$ cat src/rtl/asram_pkg.sv
package asram_pkg;

    typedef enum logic [2:0] {
        ST_IDLE,
        ST_TURN,
        ST_SETUP,
        ST_RACC,
        ST_WPULSE,
        ST_WHOLD,
        ST_PAD
    } asram_state_e;

    function automatic int imax(input int a, input int b);
        return (a > b) ? a : b;
    endfunction

endpackage

$ cat src/rtl/asram_seq.sv
module asram_seq
    import asram_pkg::*;
#(
    parameter int SETUP_CYC  = 1,
    parameter int ACCESS_CYC = 1,
    parameter int PULSE_CYC  = 2,
    parameter int FLOAT_CYC  = 1,
    parameter int HOLD_CYC   = 1,
    parameter int TURN_CYC   = 1,
    parameter int MIN_CYC    = 1
) (
    input  logic clk,
    input  logic rst_n,
    input  logic req_i,
    input  logic req_we_i,
    output logic start_o,
    output logic cap_o,
    output logic drive_o,
    output logic ce_n_o,
    output logic oe_n_o,
    output logic we_n_o,
    output logic lane_act_o,
    output logic ack_o
);

    localparam int CMAX = imax(imax(imax(SETUP_CYC, ACCESS_CYC), imax(PULSE_CYC, HOLD_CYC)),
                               imax(TURN_CYC, MIN_CYC));
    localparam int CW = $clog2(CMAX + 1);
    localparam logic [CW-1:0] SETUP_END  = CW'(SETUP_CYC - 1);
    localparam logic [CW-1:0] ACCESS_END = CW'(ACCESS_CYC - 1);
    localparam logic [CW-1:0] PULSE_END  = CW'(PULSE_CYC - 1);
    localparam logic [CW-1:0] HOLD_END   = CW'(HOLD_CYC - 1);
    localparam logic [CW-1:0] TURN_END   = CW'(TURN_CYC - 1);
    localparam logic [CW-1:0] MIN_END    = CW'(MIN_CYC - 1);
    localparam logic [CW-1:0] FLOAT_V    = CW'(FLOAT_CYC);

    asram_state_e state_q, state_d;
    logic [CW-1:0] cnt_q, cnt_d;
    logic [CW-1:0] tot_q, tot_d;
    logic          op_we_q;
    logic          rd_last_q;
    logic          done;

    // next-state logic
    always_comb begin
        state_d = state_q;
        cnt_d   = cnt_q + 1'b1;
        tot_d   = (tot_q == MIN_END) ? tot_q : tot_q + 1'b1;
        start_o = 1'b0;
        cap_o   = 1'b0;
        done    = 1'b0;
        unique case (state_q)
            ST_IDLE: begin
                cnt_d = '0;
                tot_d = '0;
                if (req_i && !ack_o) begin
                    start_o = 1'b1;
                    state_d = (req_we_i && rd_last_q && (TURN_CYC > 0)) ? ST_TURN : ST_SETUP;
                end
            end
            ST_TURN: begin
                if (cnt_q == TURN_END) begin
                    cnt_d   = '0;
                    tot_d   = '0;
                    state_d = ST_SETUP;
                end
            end
            ST_SETUP: begin
                if (cnt_q == SETUP_END) begin
                    cnt_d   = '0;
                    state_d = op_we_q ? ST_WPULSE : ST_RACC;
                end
            end
            ST_RACC: begin
                if (cnt_q == ACCESS_END) begin
                    cnt_d   = '0;
                    cap_o   = 1'b1;
                    state_d = ST_PAD;
                end
            end
            ST_WPULSE: begin
                if (cnt_q == PULSE_END) begin
                    cnt_d   = '0;
                    state_d = ST_WHOLD;
                end
            end
            ST_WHOLD: begin
                if (cnt_q == HOLD_END) begin
                    cnt_d   = '0;
                    state_d = ST_PAD;
                end
            end
            ST_PAD: begin
                cnt_d = '0;
                if (tot_q == MIN_END) begin
                    done    = 1'b1;
                    state_d = ST_IDLE;
                end
            end
            default: state_d = ST_IDLE;
        endcase
    end

    // state register
    always_ff @(posedge clk or negedge rst_n) begin
        if (!rst_n) begin
            state_q <= ST_IDLE;
            cnt_q   <= '0;
            tot_q   <= '0;
            op_we_q <= 1'b0;
        end else begin
            state_q <= state_d;
            cnt_q   <= cnt_d;
            tot_q   <= tot_d;
            if (start_o) op_we_q <= req_we_i;
        end
    end

    // registered strobes, decoded from the next state
    always_ff @(posedge clk or negedge rst_n) begin
        if (!rst_n) begin
            ce_n_o     <= 1'b1;
            oe_n_o     <= 1'b1;
            we_n_o     <= 1'b1;
            lane_act_o <= 1'b0;
            drive_o    <= 1'b0;
            ack_o      <= 1'b0;
            rd_last_q  <= 1'b0;
        end else begin
            ce_n_o     <= !(state_d == ST_RACC || state_d == ST_WPULSE);
            lane_act_o <=  (state_d == ST_RACC || state_d == ST_WPULSE);
            oe_n_o     <=  (state_d != ST_RACC);
            we_n_o     <=  (state_d != ST_WPULSE);
            drive_o    <= ((state_d == ST_WPULSE) && (cnt_d >= FLOAT_V)) || (state_d == ST_WHOLD);
            ack_o      <= done;
            if (done) rd_last_q <= !op_we_q;
        end
    end

    // read and write strobes never overlap
    p_no_oe_we_r5: assert property (@(posedge clk) disable iff (!rst_n)
        !(!oe_n_o && !we_n_o));

    // data is still driven in the cycle after the write strobe rises
    p_hold_after_pulse_r7: assert property (@(posedge clk) disable iff (!rst_n)
        $rose(we_n_o) |-> drive_o);

    // capture only inside the output-enable window
    p_cap_in_read_r9: assert property (@(posedge clk) disable iff (!rst_n)
        cap_o |-> (!oe_n_o && we_n_o));

    // acknowledge is a single-cycle pulse
    p_ack_pulse_r10: assert property (@(posedge clk) disable iff (!rst_n)
        ack_o |=> !ack_o);

endmodule

$ cat src/rtl/asram_lane.sv
module asram_lane #(
    parameter int LANE_W = 8
) (
    input  logic              clk,
    input  logic              rst_n,
    input  logic              start_i,
    input  logic              en_i,
    input  logic [LANE_W-1:0] wdata_i,
    input  logic              cap_i,
    input  logic [LANE_W-1:0] din_i,
    input  logic              drive_i,
    output logic              en_o,
    output logic [LANE_W-1:0] dout_o,
    output logic              drv_o,
    output logic [LANE_W-1:0] rdata_o
);

    logic              en_q;
    logic [LANE_W-1:0] wd_q;
    logic [LANE_W-1:0] rd_q;

    always_ff @(posedge clk or negedge rst_n) begin
        if (!rst_n) begin
            en_q <= 1'b0;
            wd_q <= '0;
            rd_q <= '0;
        end else begin
            if (start_i) begin
                en_q <= en_i;
                wd_q <= wdata_i;
            end
            if (cap_i) rd_q <= en_q ? din_i : '0;
        end
    end

    assign en_o    = en_q;
    assign dout_o  = wd_q;
    assign drv_o   = drive_i & en_q;
    assign rdata_o = rd_q;

endmodule

$ cat src/rtl/asram_ctl.sv
module asram_ctl #(
    parameter int ADDR_W     = 17,
    parameter int LANES      = 2,
    parameter int LANE_W     = 8,
    parameter int SETUP_CYC  = 1,
    parameter int ACCESS_CYC = 1,
    parameter int PULSE_CYC  = 2,
    parameter int FLOAT_CYC  = 1,
    parameter int HOLD_CYC   = 1,
    parameter int TURN_CYC   = 1,
    parameter int MIN_CYC    = 1
) (
    input  logic                      clk,
    input  logic                      rst_n,
    input  logic                      host_req,
    input  logic                      host_we,
    input  logic [ADDR_W-1:0]         host_addr,
    input  logic [LANES*LANE_W-1:0]   host_wdata,
    input  logic [LANES-1:0]          host_mask,
    output logic                      host_ack,
    output logic [LANES*LANE_W-1:0]   host_rdata,
    output logic [ADDR_W-1:0]         mem_addr,
    output logic                      mem_ce_n,
    output logic                      mem_oe_n,
    output logic                      mem_we_n,
    output logic [LANES-1:0]          mem_be_n,
    output logic [LANES*LANE_W-1:0]   mem_dq_out,
    output logic [LANES-1:0]          mem_dq_oe,
    input  logic [LANES*LANE_W-1:0]   mem_dq_in
);

    logic             start;
    logic             cap;
    logic             drive;
    logic             lane_act;
    logic [LANES-1:0] lane_en;
    logic [ADDR_W-1:0] addr_q;

    asram_seq #(
        .SETUP_CYC (SETUP_CYC),
        .ACCESS_CYC(ACCESS_CYC),
        .PULSE_CYC (PULSE_CYC),
        .FLOAT_CYC (FLOAT_CYC),
        .HOLD_CYC  (HOLD_CYC),
        .TURN_CYC  (TURN_CYC),
        .MIN_CYC   (MIN_CYC)
    ) u_seq (
        .clk       (clk),
        .rst_n     (rst_n),
        .req_i     (host_req),
        .req_we_i  (host_we),
        .start_o   (start),
        .cap_o     (cap),
        .drive_o   (drive),
        .ce_n_o    (mem_ce_n),
        .oe_n_o    (mem_oe_n),
        .we_n_o    (mem_we_n),
        .lane_act_o(lane_act),
        .ack_o     (host_ack)
    );

    // address changes only when a new access is accepted (all strobes idle)
    always_ff @(posedge clk or negedge rst_n) begin
        if (!rst_n)     addr_q <= '0;
        else if (start) addr_q <= host_addr;
    end
    assign mem_addr = addr_q;

    for (genvar g = 0; g < LANES; g++) begin : g_lane
        asram_lane #(.LANE_W(LANE_W)) u_lane (
            .clk    (clk),
            .rst_n  (rst_n),
            .start_i(start),
            .en_i   (host_mask[g]),
            .wdata_i(host_wdata[g*LANE_W +: LANE_W]),
            .cap_i  (cap),
            .din_i  (mem_dq_in[g*LANE_W +: LANE_W]),
            .drive_i(drive),
            .en_o   (lane_en[g]),
            .dout_o (mem_dq_out[g*LANE_W +: LANE_W]),
            .drv_o  (mem_dq_oe[g]),
            .rdata_o(host_rdata[g*LANE_W +: LANE_W])
        );
        assign mem_be_n[g] = ~(lane_act & lane_en[g]);
    end

    // no lane is driven while the memory may be driving
    p_no_drive_on_read_r6: assert property (@(posedge clk) disable iff (!rst_n)
        (|mem_dq_oe) |-> mem_oe_n);

    // address holds while chip select stays low
    p_addr_hold_r8: assert property (@(posedge clk) disable iff (!rst_n)
        (!mem_ce_n && $past(!mem_ce_n)) |-> $stable(mem_addr));

    // a lane enable is never low with chip select high
    p_lane_needs_ce_r4: assert property (@(posedge clk) disable iff (!rst_n)
        mem_ce_n |-> (&mem_be_n));

endmodule

$ cat config.mk
export PLATFORM = sky130hd
export DESIGN_NAME = asram_ctl
export DESIGN_NICKNAME = d
export VERILOG_FILES = /design/src/rtl/asram_pkg.sv /design/src/rtl/asram_seq.sv /design/src/rtl/asram_lane.sv /design/src/rtl/asram_ctl.sv
export SDC_FILE = /design/constraint.sdc
export NUM_CORES = 1
export LEC_CHECK = 0
export ABC_AREA = 1
export CAP_MARGIN = 10
export CORE_MARGIN = 8
export CORE_UTILIZATION = 39
export DETAILED_ROUTE_END_ITERATION = 10
export DONT_BUFFER_PORTS = 1
export GPL_ROUTABILITY_DRIVEN = 0
export PLACE_DENSITY = 0.51
export SLEW_MARGIN = 5
export SYNTH_ARGS = -nofsm -noshare
export SYNTH_HDL_FRONTEND = slang
export SYNTH_HIERARCHICAL = 1
export SYNTH_SLANG_ARGS = --single-unit
$ cat constraint.sdc
create_clock -name clk -period 4.2 [get_ports clk]
set_input_delay 1.26 -clock clk [delete_from_list [all_inputs] [get_ports clk]]
set_output_delay 1.26 -clock clk [all_outputs]
set_load 0.01 [all_outputs]
==> results.py <==
metrics = {
    "status": {
        "status": "completed",
    },
    "routing": {
        "via_per_inst": 4.70,
        "vias": 2168,
        "firstDrtPassIters": 4,
        "avgRoutedWirePerCell_um": 15.8,
        "routed_wirelength_um": 7280,
        "drtIter0Drc": 91,
        "ant_nets": 0,
        "drc_errors": 0,
    },
    "finish": {
        "final_layout_size_suffix_gt1_share_pct": 17.3,
        "diodes": 0,
        "layout.nets": 416,
        "syn2layout_area_growth_pct": 6.19,
    },
    "synth": {
        "synthCells": 355,
        "synthTopCellsByArea": "dfrtp_1, nand2_1, nand3_1, buf_6, dfstp_2",
        "synth-main-ff-cell": "dfrtp_1",
        "ys_types": 29,
        "synth_area_mm2": 0.00313,
        "ys_seq_area_share_pct": 52.9,
        "ys_ff_latch": 66,
        "yosysTopAreaCell": "dfrtp_1",
        "synth_top_area_share_pct": 50.3,
        "async_flop_share_pct": 100,
        "syn_area_per_cell_um2": 8.82,
        "synth_nets": 416,
        "synth-edff-count": 0,
        "ys_warn_count": 6,
    },
    "worst_setup_path": {
        "critPathLaunchType": "flip-flop",
        "path_class": "flip-flop to output pin",
        "critPathCaptureType": "output pin",
        "critPathLaunch": "g_lane[1].u_lane/en_o",
        "crit_required_ns": 2.94,
        "arrival_ns": 1.16,
        "rr_startpoint": "u_seq/state_q[1]",
        "r2r_setup_slack_ns": 2.05,
        "cp_max_fo": 11,
    },
    "floorplan": {
        "core_area_mm2": 0.00777,
        "dieArea_mm2": 0.0112,
        "rows": 32,
        "die_x_um": 106,
        "io_pins": 112,
        "initial_utilization_pct": 40.3,
        "chipHeight_um": 106,
    },
    "clock_tree": {
        "htreeDepth": 3,
        "postCtsSetupRepairBufs": 0,
        "clk_latency_ns": 0.34,
        "cts_root_buf": "clkbuf_8",
        "path_clk_slew_ns": 0.07,
        "cts_buffers": 9,
        "tritoncts": "yes",
        "holdBufCountCts": 0,
        "cts_resized": 0,
        "clock_sinks": 66,
        "clock_path_buffers": 2,
    },
    "timing": {
        "worst_pin_slew_ns": 0.716,
        "finalHoldViolations": 0,
        "hold_slack_ns": 0.500,
        "fin_crit_sh_pct": 57.6,
        "relSlewSlack_pct": 52.2,
        "setup_viol": 0,
        "period_minus_slack_ns": 2.42,
        "finalSetupTns_ns": 0,
        "skew_ns": 0.00851,
        "fmax_mhz": 414,
        "rsz0062_at_grt": "false",
        "drv_slew": 0,
    },
    "grt": {
        "antenna_found_initial": 0,
        "grt_use_total_pct": 13.1,
        "grtUsageMet2_pct": 19.9,
        "grt_use_met1_pct": 16.4,
        "grt_use_met3_pct": 5.05,
        "grt_pass1_vias": 2188,
        "grt_busiest_layer": "met2",
        "grt_overflow_total": 0,
        "grt_pass1_wl_um": 11700,
        "grt_max_degree": 67,
    },
    "power": {
        "p_per_area_mw_per_mm2": 799,
        "peakVddDrop_mv": 0.296,
        "p_leak_nw": 1.77,
    },
    "job": {
        "maxCapViolations": 0,
    },
    "worst_hold_path": {
        "holdCritPathClass": "flip-flop to flip-flop",
        "hp-start": "u_seq/rd_last_q",
    },
    "placed_design": {
        "port-buffer-count": 0,
        "hpwlAfterDp_um": 5330,
    },
}
==> routing by layer <==
layer	routed length [µm]	part of all wire, %	vias up
met5	0	0	-
met3	569	7.8	9
li1	-	-	1091
met2	3350	46	69
met1	3290	45	999
met4	72	0.99	0
==> power breakdown <==
part / internal, mW / switching (mW)
sequential: 0.918 / 0.391
clock: 0.285 / 0.246
combinational: 0.297 / 0.522
total: 1.50 / 1.16
==> sequential cells by signal, indices dropped and copies added, names as in the netlist, 2 cells and up <==
register and count:
u_seq/cnt_q 2, u_seq/state_q 3, g_lane.u_lane/dout_o 16, g_lane.u_lane/en_o 2, u_seq/tot_q 2, g_lane.u_lane/rdata_o 16
mem_addr 17
==> cell usage in the layout, fill, tap and decap left out, drive strengths merged <==
| cell | Yosys | layout |
|---|---|---|
| clkinvlp | 0 | 2 |
| o21ai | 3 | 3 |
| clkinv | 0 | 2 |
| bufinv | 0 | 1 |
| dfrtp | 63 | 63 |
| clkbuf | 1 | 10 |
| nand4 | 2 | 2 |
| inv | 28 | 28 |
| nand2 | 182 | 182 |
| nor3 | 1 | 1 |
| dfstp | 3 | 3 |
| a21oi | 1 | 1 |
| ha | 6 | 6 |
| nor2 | 21 | 21 |
| nand3 | 30 | 30 |
| buf | 11 | 1 |
| o21a | 3 | 3 |
==> through the flow <==
stage               power, mW  instance area [µm²]  setup slack [ns]  std cells  util (%)
finish                   2.66                 3330              1.78        461      42.8
global route             2.88                 3330              1.69        461      42.8
CTS                      2.71                 3330              1.74        461      42.8
detailed placement       2.16                 3130              1.53        446      40.3
global placement         2.14                 3130              1.57        446      40.3
floorplan                2.01                 3130              2.15        355         -
==> final timing paths <==
path,depth (start not counted),end
max in group asynchronous,0,u_seq/we_n_o
min in group asynchronous,0,g_lane[1].u_lane/rdata_o[2]
worst min-delay path,1,u_seq/rd_last_q
worst max-delay path,2,mem_dq_oe[1]
worst min register to register,1,u_seq/rd_last_q
worst max register to register,7,mem_addr[15]
==> worst max-delay path, cell delays in order (launching register included) <==
cell and delay [ns]:
dfrtp_1 0.60, nand2_1 0.09, inv_1 0.13
==> cell families after synthesis <==
kind of cell / after synthesis / synth area share, %
and+or+nand+nor: 236 / 34.3
buffers and inverters: 40 / 8.83
adders and majority gates: 6 / 2.40
AOI/OAI and AO/OA: 7 / 1.60
DFF: 66 / 52.9
==> cell type report <==
type,count,area (µm²)
clock buffer,10,138
clock inverter,5,55.1
fill,801,4440
inverter,28,143
multi-input combinational,249,1200
sequential,66,1660
tap,102,128
timing repair buffer,1,7.51
==> synthesized netlist by cell type, drive strengths merged (2+ instances only) <==
cell type,count
nand4,2
nor2,21
ha,6
dfrtp,63
nand3,30
inv,28
o21ai,3
dfstp,3
nand2,182
o21a,3
buf,11
Note: power is estimated with default switching activity, not from simulation.
